`src/rtl/line_retire_ctrl.sv`:
```
module line_retire_ctrl #(
  parameter int IDX_W = 10,
  parameter int CNT_W = 4
) (
  input  logic             clk,
  input  logic             rst_n,
  input  logic             boot_i,
  input  logic [CNT_W-1:0] thr_i,
  input  logic             err_valid_i,
  input  logic [IDX_W-1:0] err_idx_i,
  input  logic             err_ce_i,
  input  logic [IDX_W-1:0] lookup_idx_i,
  output logic             lookup_del_o,
  output logic [1:0]       slot_vld_o,
  output logic [IDX_W-1:0] slot0_idx_o,
  output logic [IDX_W-1:0] slot1_idx_o,
  output logic             repair_o,
  output logic             bypass_o
);

  logic [1:0]       vld;
  logic [IDX_W-1:0] s0, s1, trk_idx;
  logic             trk_vld, repair, bypass;
  logic [CNT_W-1:0] cnt;
  logic [CNT_W:0]   nxt;
  logic             dup, same, take, fire;

  assign dup  = (vld[0] && err_idx_i == s0) || (vld[1] && err_idx_i == s1);
  assign take = err_valid_i && err_ce_i && !bypass && !dup;
  assign same = trk_vld && trk_idx == err_idx_i;
  assign nxt  = same ? {1'b0, cnt} + 1'b1 : (CNT_W+1)'(1);
  assign fire = take && (nxt > {1'b0, thr_i});

  always_ff @(posedge clk) begin
    if (!rst_n) begin
      vld <= '0; s0 <= '0; s1 <= '0;
      trk_idx <= '0; trk_vld <= 1'b0; cnt <= '0;
      repair <= 1'b0; bypass <= 1'b0;
    end else if (boot_i) begin
      trk_vld <= 1'b0;
      cnt     <= '0;
      bypass  <= bypass | repair;
    end else if (take) begin
      if (fire) begin
        trk_vld <= 1'b0;
        cnt     <= '0;
        if (!vld[0]) begin
          s0 <= err_idx_i; vld[0] <= 1'b1;
        end else if (!vld[1]) begin
          s1 <= err_idx_i; vld[1] <= 1'b1;
        end else begin
          repair <= 1'b1;
        end
      end else begin
        trk_idx <= err_idx_i;
        trk_vld <= 1'b1;
        cnt     <= nxt[CNT_W-1:0];
      end
    end
  end

  assign lookup_del_o = bypass || (vld[0] && lookup_idx_i == s0) ||
                        (vld[1] && lookup_idx_i == s1);
  assign slot_vld_o  = vld;
  assign slot0_idx_o = s0;
  assign slot1_idx_o = s1;
  assign repair_o    = repair;
  assign bypass_o    = bypass;

  AST_RETIRE_NEEDS_CE: assert property (@(posedge clk) disable iff (!rst_n)
    $rose(vld[0]) |-> $past(err_valid_i && err_ce_i));
  AST_SLOT_ORDER: assert property (@(posedge clk) disable iff (!rst_n)
    vld[1] |-> vld[0]);
  AST_NO_DUP_SLOT: assert property (@(posedge clk) disable iff (!rst_n)
    (vld == 2'b11) |-> (s0 != s1));
  AST_REPAIR_STICKY: assert property (@(posedge clk) disable iff (!rst_n)
    repair |=> repair);
  AST_BYPASS_ENTRY: assert property (@(posedge clk) disable iff (!rst_n)
    (boot_i && repair) |=> bypass);
  AST_BYPASS_ONLY_ON_BOOT: assert property (@(posedge clk) disable iff (!rst_n)
    (!bypass && !(boot_i && repair)) |=> !bypass);
  AST_BYPASS_FROZEN: assert property (@(posedge clk) disable iff (!rst_n)
    bypass |=> $stable(vld));

endmodule

```
`config.mk`:
```
export PLATFORM = sky130hd
export DESIGN_NAME = line_retire_ctrl
export DESIGN_NICKNAME = d
export VERILOG_FILES = /design/src/rtl/line_retire_ctrl.sv
export SDC_FILE = /design/constraint.sdc
export NUM_CORES = 1
export LEC_CHECK = 0
export ABC_AREA = 0
export BUFFER_PORTS_ARGS = -buffer_cell sky130_fd_sc_hd__buf_2
export CORE_MARGIN = 2
export CORE_UTILIZATION = 50
export DETAILED_ROUTE_END_ITERATION = 16
export PLACE_DENSITY_LB_ADDON = 0.12
export SKIP_CTS_REPAIR_TIMING = 1
export SYNTH_ARGS = -nofsm -noshare
export SYNTH_HDL_FRONTEND = slang
export SYNTH_SLANG_ARGS = --single-unit
export TNS_END_PERCENT = 10
```
`constraint.sdc`:
```
create_clock -name clk -period 7.26 [get_ports clk]
set_input_delay 0.363 -clock clk [delete_from_list [all_inputs] [get_ports clk]]
set_output_delay 0.363 -clock clk [all_outputs]
set_load 0.01 [all_outputs]
```
==> impl_results.md, run 1 <==
- Total grt overflow: 0
- Critical Path RT: 7480 ps
- WL/cell: 15.1 um
- Layout Utilization: 61.1%
- Worst Hold Class: input port to flip-flop
- Gpl congestion: 0.843
- Final Skew: 6.67 ps
- Area of placed instances: 2520 um2
- Syn Inst Count: 241
- I/O pins: 54
- Final HPWL DP: 4010 um
- Combinational family with the most area after synthesis: XOR/XNOR gates
- Crit Path Category: flip-flop to flip-flop
- Critical path fanouts, max: 9
- Endpoints failing setup: 0
- Vias in the first global route: 1665
- Reg2reg setup slack: 3760 ps
- Cell Area, Synth: 2220 um2
- Worst hold stages: 3
- Slew Viols, Final: 0
- Worst Setup EP: slot1_idx_o[2]$_SDFFE_PN0P_
- Antenna violations before repair: 0
- XOR/XNOR Fraction of Synth Area: 20.1%
- DRT antenna net count: 0
- Yosys Warn Count: 0
- CTS tree: yes
- Largest net degree at the start of global routing: 47
- Finished Layout Cells: 346
- Chip Width: 70.7 um
- Routed via count: 1826
- Syn_area_per_cell: 9.23 um2
- Hold slack: 426 ps
- Peak VDD IR: 121 uV
- Synth async-reset ratio: 0%
- Row cnt: 24
- Longest Clk Path Bufs: 2
- Pwr/cell area: 174 nW/um2
- Root Buffer: clkbuf_8
- Synth Area in Compound Gates: 6.25%
- Crit end category: flip-flop
- Sinks on Clock Net: 39
- WL final: 5220 um
- Post-synth top flop: dfxtp_1
- Reg2Reg Depth: 11
- Iteration-0 DRC Markers: 99
- Die ar.: 5000 um2
- Syn-to-layout area delta: 18.8%
- Finished Cell Area: 2640 um2
- Crit path buf inv count: 1
- Final net count: 327
- Max-cap viol count: 0
- Critical path depth: 11
- Initial core utilization: 51.4%
- Cell variety after synth: 34
- # H-tree levels: 2
- Clock period minus worst slack: 3500 ps
- Post-synth EDFFs: 0
- Share of layout cells above drive strength 1: 22.8%
- Clock Latency Late Sink: 290 ps
- Sequential-to-total area share from yosys stat: 35.1%
- Clock-pin slew on the worst setup and hold paths: 80 ps
- CP max stage delay: 650 ps
- DR pass1 iterations: 4
- Proportion of synthesized area in mux cells: 14.0%
- Actual slew at the worst max-slew pin: 782 ps
- GR Util All Layers: 20.7%
- Reg2reg start: trk_idx[2]$_SDFFE_PN0P_
- Fin crit share: 48.1%
- Max transition margin: 47.9%
- Reg2reg end: slot1_idx_o[2]$_SDFFE_PN0P_
- Worst Setup SP: trk_idx[2]$_SDFFE_PN0P_
- Outcome: complete, no violations
- Die Ht: 70.7 um
- Dpl cells: 338
- Worst EP arrival: 3720 ps
- Unrepaired setup endpoints after global routing: no
- Setup TNS: 0 ps
- Port buffer count: 53
- First-pass GRT wire length: 8160 um
- Crit-path cells: xnor2_1 > o2111ai_1 > nor4_1 > and2_1 > ha_1 > and4_1 > a21oi_1 > a41oi_4 > nor4_2 > buf_4 > mux2i_1
- CP Launch Type: flip-flop
- Static Leak: 0.00114 uW
- Vias/cell: 5.28
- Crit-path slowest cell: nor4_2
- Crit path max-delay family: simple AND/OR/NAND/NOR gates
- Post-synthesis adder-cell area fraction: 2.81%
- Post-synth net total: 275
- Most common cell after layout, fill and taps aside: buf_2
- Core area: 4320 um2
- Synthesis-stage register bit count: 39
- Highest-count cells in the layout ignoring fill and taps: buf_2, xnor2_1, nand2_1
- Drt drc: 0
- Antenna cells: 0
- Layout fillers: 416
- Synth Area in Simple Gates: 19.0%
- Max Freq: 286 MHz
- Final Hold Fails: 0
- Cts bufs inserted: 5
layer usage:
layer / part of all wire (%) / GRT usage (%) / up-vias
li1: - / - / 930
met3: 3.7 / 4.13 / 9
met4: 1.5 / 5.87 / 0
met5: 0 / 0 / -
met1: 49 / 29.5 / 844
met2: 46 / 32.0 / 43
worst register-to-register path: stages (launching register included):
cell	delay, ps
dfxtp_1	360
xnor2_1	140
o2111ai_1	220
nor4_1	590
and2_1	240
ha_1	230
and4_1	200
a21oi_1	210
a41oi_4	100
nor4_2	650
buf_4	300
mux2i_1	190
metrics by stage:
stage	total power, uW	worst slack [ps]
6_report	459	3760
3_5_place_dp	275	3580
2_1_floorplan	255	4390
3_3_place_gp	275	3640
4_1_cts	462	3760
5_1_grt	473	3450
power breakdown:
part / internal [uW] / switching [uW]
registers: 216 / 2.23
logic: 22.9 / 28.5
clock network: 111 / 77.9
area by class of cell:
| type | count | area (um2) | area share (%) |
|---|---|---|---|
| clock inverter | 2 | 35.0 | 1.33 |
| clock buffer | 6 | 82.6 | 3.13 |
| sequential | 39 | 781 | 29.6 |
| tap | 52 | 65.1 | 2.46 |
| multi-input combinational | 188 | 1390 | 52.5 |
| timing repair buffer | 54 | 273 | 10.3 |
| inverter | 5 | 18.8 | 0.711 |
Yosys cell counts (2+ instances only):
cell type / number / area, um2
nand4_1: 8 / 50.1
nand3_1: 5 / 25.0
nand4b_1: 2 / 17.5
mux2i_1: 31 / 310
ha_1: 5 / 62.6
buf_2: 2 / 10.0
and2_1: 4 / 25.0
nand2b_1: 3 / 18.8
or3b_2: 2 / 17.5
nand2_1: 47 / 176
o31ai_1: 2 / 15.0
inv_1: 5 / 18.8
nor2_1: 4 / 15.0
nor4_1: 2 / 12.5
xnor2_1: 50 / 438
clkbuf_1: 6 / 22.5
a21oi_1: 7 / 35.0
nor2b_1: 2 / 12.5
dfxtp_1: 39 / 781
kinds of logic (layout without fill, tap and decap cells):
group           after synthesis  after routing
fa+ha+maj                     5              5
xor+xnor                     51             51
simple gates                 84             84
mux                          31             31
flops                        39             39
buf+inv                      14             67
compound gates               17             17
registers in the layout, indices dropped and copies added, names as in the netlist:
| name | cells |
|---|---|
| trk_vld | 1 |
| slot0_idx_o | 10 |
| bypass_o | 1 |
| slot1_idx_o | 10 |
| slot_vld_o | 2 |
| trk_idx | 10 |
| cnt | 4 |
| repair_o | 1 |
how the worst min path moves through the flow:
stage | slack (ps) | startpoint | end
after floorplan | 450 | trk_idx[4]$_SDFFE_PN0P_ | trk_idx[4]$_SDFFE_PN0P_
after global placement | 460 | trk_idx[6]$_SDFFE_PN0P_ | trk_idx[6]$_SDFFE_PN0P_
after detailed placement | 470 | trk_idx[6]$_SDFFE_PN0P_ | trk_idx[6]$_SDFFE_PN0P_
after CTS | 420 | err_idx_i[1] | trk_idx[1]$_SDFFE_PN0P_
after global routing | 440 | err_idx_i[8] | trk_idx[8]$_SDFFE_PN0P_
final | 430 | err_idx_i[7] | slot0_idx_o[7]$_SDFFE_PN0P_
Note: power is estimated with default switching activity, not from simulation.
==> run 2, diff against run 1 <==
- clock period: 7.26 -> 3.55 ns (I/O delays scaled with it)
==> impl_results.md, run 2 (synthesis gave the netlist of run 1 again) <==
- Outcome: complete, no violations
- # H-tree levels: 2 (unchanged)
- Routed via count: 1828 (+0.11%)
- Port buffer count: 53 (unchanged)
- Finished Layout Cells: 349 (+0.87%)
- Fin crit share: 91.5% (+43 points)
- Reg2reg start: trk_idx[7]$_SDFFE_PN0P_
- I/O pins: 54 (unchanged)
- DR pass1 iterations: 4 (unchanged)
- CP Launch Type: flip-flop
- Critical Path RT: 3700 ps (-3780 ps)
- Final Skew: 6.18 ps (-0.487 ps)
- Longest Clk Path Bufs: 2 (unchanged)
- Drt drc: 0 (unchanged)
- Reg2reg end: trk_idx[0]$_SDFFE_PN0P_
- Clock-pin slew on the worst setup and hold paths: 70 ps (about the same)
- Crit end category: flip-flop
- Vias/cell: 5.24 (-0.75%)
- Actual slew at the worst max-slew pin: 780 ps (-2.28 ps)
- Vias in the first global route: 1827 (+9.7%)
- Antenna violations before repair: 0 (unchanged)
- Finished Cell Area: 2630 um2 (-0.28%)
- Final net count: 330 (+0.92%)
- Gpl congestion: 0.826 (-1.9%)
- Worst EP arrival: 3400 ps (-320 ps)
- WL/cell: 14.9 um (-1.1%)
- GR Util All Layers: 21.9% (+1.2 points)
- Iteration-0 DRC Markers: 105 (+6.1%)
- Final Hold Fails: 0 (unchanged)
- Total grt overflow: 0 (unchanged)
- Layout Utilization: 60.9% (-0.17 points)
- Area of placed instances: 2550 um2 (+0.89%)
- Setup ws final: 302 ps (-3460 ps)
- WL final: 5210 um (-0.27%)
- Peak VDD IR: 159 uV (+32%)
- Row cnt: 24 (unchanged)
- Die Ht: 70.7 um (unchanged)
- Highest-count cells in the layout ignoring fill and taps: buf_2, xnor2_1, nand2_1
- DRT antenna net count: 0 (unchanged)
- Reg2Reg Depth: 12 (+1)
- Share of layout cells above drive strength 1: 23.2% (+0.44 points)
- Pwr/cell area: 319 nW/um2 (+83%)
- CTS tree: yes
- Max Freq: 308 MHz (+7.6%)
- Unrepaired setup endpoints after global routing: no
- Critical path fanouts, max: 10 (+1)
- Reg2reg setup slack: 300 ps (-3460 ps)
- Worst Setup EP: trk_idx[0]$_SDFFE_PN0P_
- Sinks on Clock Net: 39 (unchanged)
- Dpl ws: 156 ps (-3420 ps)
- Clock period minus worst slack: 3250 ps (-247 ps)
- Die ar.: 5000 um2 (unchanged)
- Static Leak: 0.00113 uW (-0.45%)
- Most common cell after layout, fill and taps aside: buf_2
- Slew Viols, Final: 0 (unchanged)
- Chip Width: 70.7 um (unchanged)
- Initial core utilization: 51.4% (unchanged)
- Cts bufs inserted: 5 (unchanged)
- Clock Latency Late Sink: 290 ps (about the same)
- Max transition margin: 48.0% (+0.15 points)
- Critical hold path startpoint: boot_i
- Worst Setup SP: trk_idx[7]$_SDFFE_PN0P_
- Antenna cells: 0 (unchanged)
- Final HPWL DP: 4010 um (about the same)
- Root Buffer: clkbuf_8
- Max-cap viol count: 0 (unchanged)
- Setup TNS: 0 ps (unchanged)
- Core area: 4320 um2 (unchanged)
- Syn-to-layout area delta: 18.5%
- Largest net degree at the start of global routing: 47 (unchanged)
- Endpoints failing setup: 0 (unchanged)
- Dpl cells: 341 (+0.89%)
- Worst Hold Class: input port to flip-flop
- First-pass GRT wire length: 8650 um (+6.0%)
- Crit Path Category: flip-flop to flip-flop
==> run 2: changes by cell type in the layout (fill, tap and decap cells not counted) <==
cell	before	now
buf_4	1	4
bufinv_16	1	0
clkbuf_8	6	5
nor4_2	1	2
clkbuf_1	0	2
nor4_1	1	0
==> run 2: worst min-delay path by stage <==
stage,to,slack [ps],cells after the start
6_report,bypass_o$_SDFFE_PN0P_,230,3
5_1_grt,slot0_idx_o[9]$_SDFFE_PN0P_,250,3
4_1_cts,bypass_o$_SDFFE_PN0P_,220,3
3_5_place_dp,trk_idx[5]$_SDFFE_PN0P_,470,2
3_3_place_gp,trk_idx[1]$_SDFFE_PN0P_,460,2
2_1_floorplan,bypass_o$_SDFFE_PN0P_,340,2
==> run 2: metal layers <==
| layer | GRT usage (%) | part of all wire (%) | wire, um | up-vias |
|---|---|---|---|---|
| li1 | - | - | - | 934 |
| met1 | 29.6 | 47 | 2430 | 835 |
| met2 | 36.0 | 46 | 2410 | 53 |
| met3 | 4.56 | 6.1 | 316 | 6 |
| met4 | 5.45 | 1.0 | 54 | 0 |
| met5 | 0 | 0 | 0 | - |
==> run 2: report_power, final <==
part	leakage (uW)	internal, uW	switching [uW]
registers	0.000315	443	4.57
clock network	0.0000422	138	149
logic	0.000776	47.0	58.2
==> run 2: area by class of cell <==
cell class              instances  area (um2)
well taps                      52        65.1
repair buffers                 57         295
multi-input cells             188        1390
clock buffers                   7        76.3
fillers                       420        1690
clock inverters                 1        5.00
flip-flops and latches         39         781
inverters                       5        18.8
==> run 2: worst max-delay path, cell delays in order, from the launching register on <==
cell and delay, ps:
dfxtp_1 330, xnor2_1 160, nand3_1 180, nor4_2 440, nand2_1 110, inv_1 70, ha_1 220, nor2b_1 130
o211ai_1 150, a21oi_1 120, a41oi_4 310, or3b_1 670, mux2i_1 200
==> run 2: stage by stage <==
step	hold slack [ps]	total power (uW)
finish	228	839
global route	249	876
CTS	225	845
detailed placement	469	562
global placement	459	561
floorplan	340	521
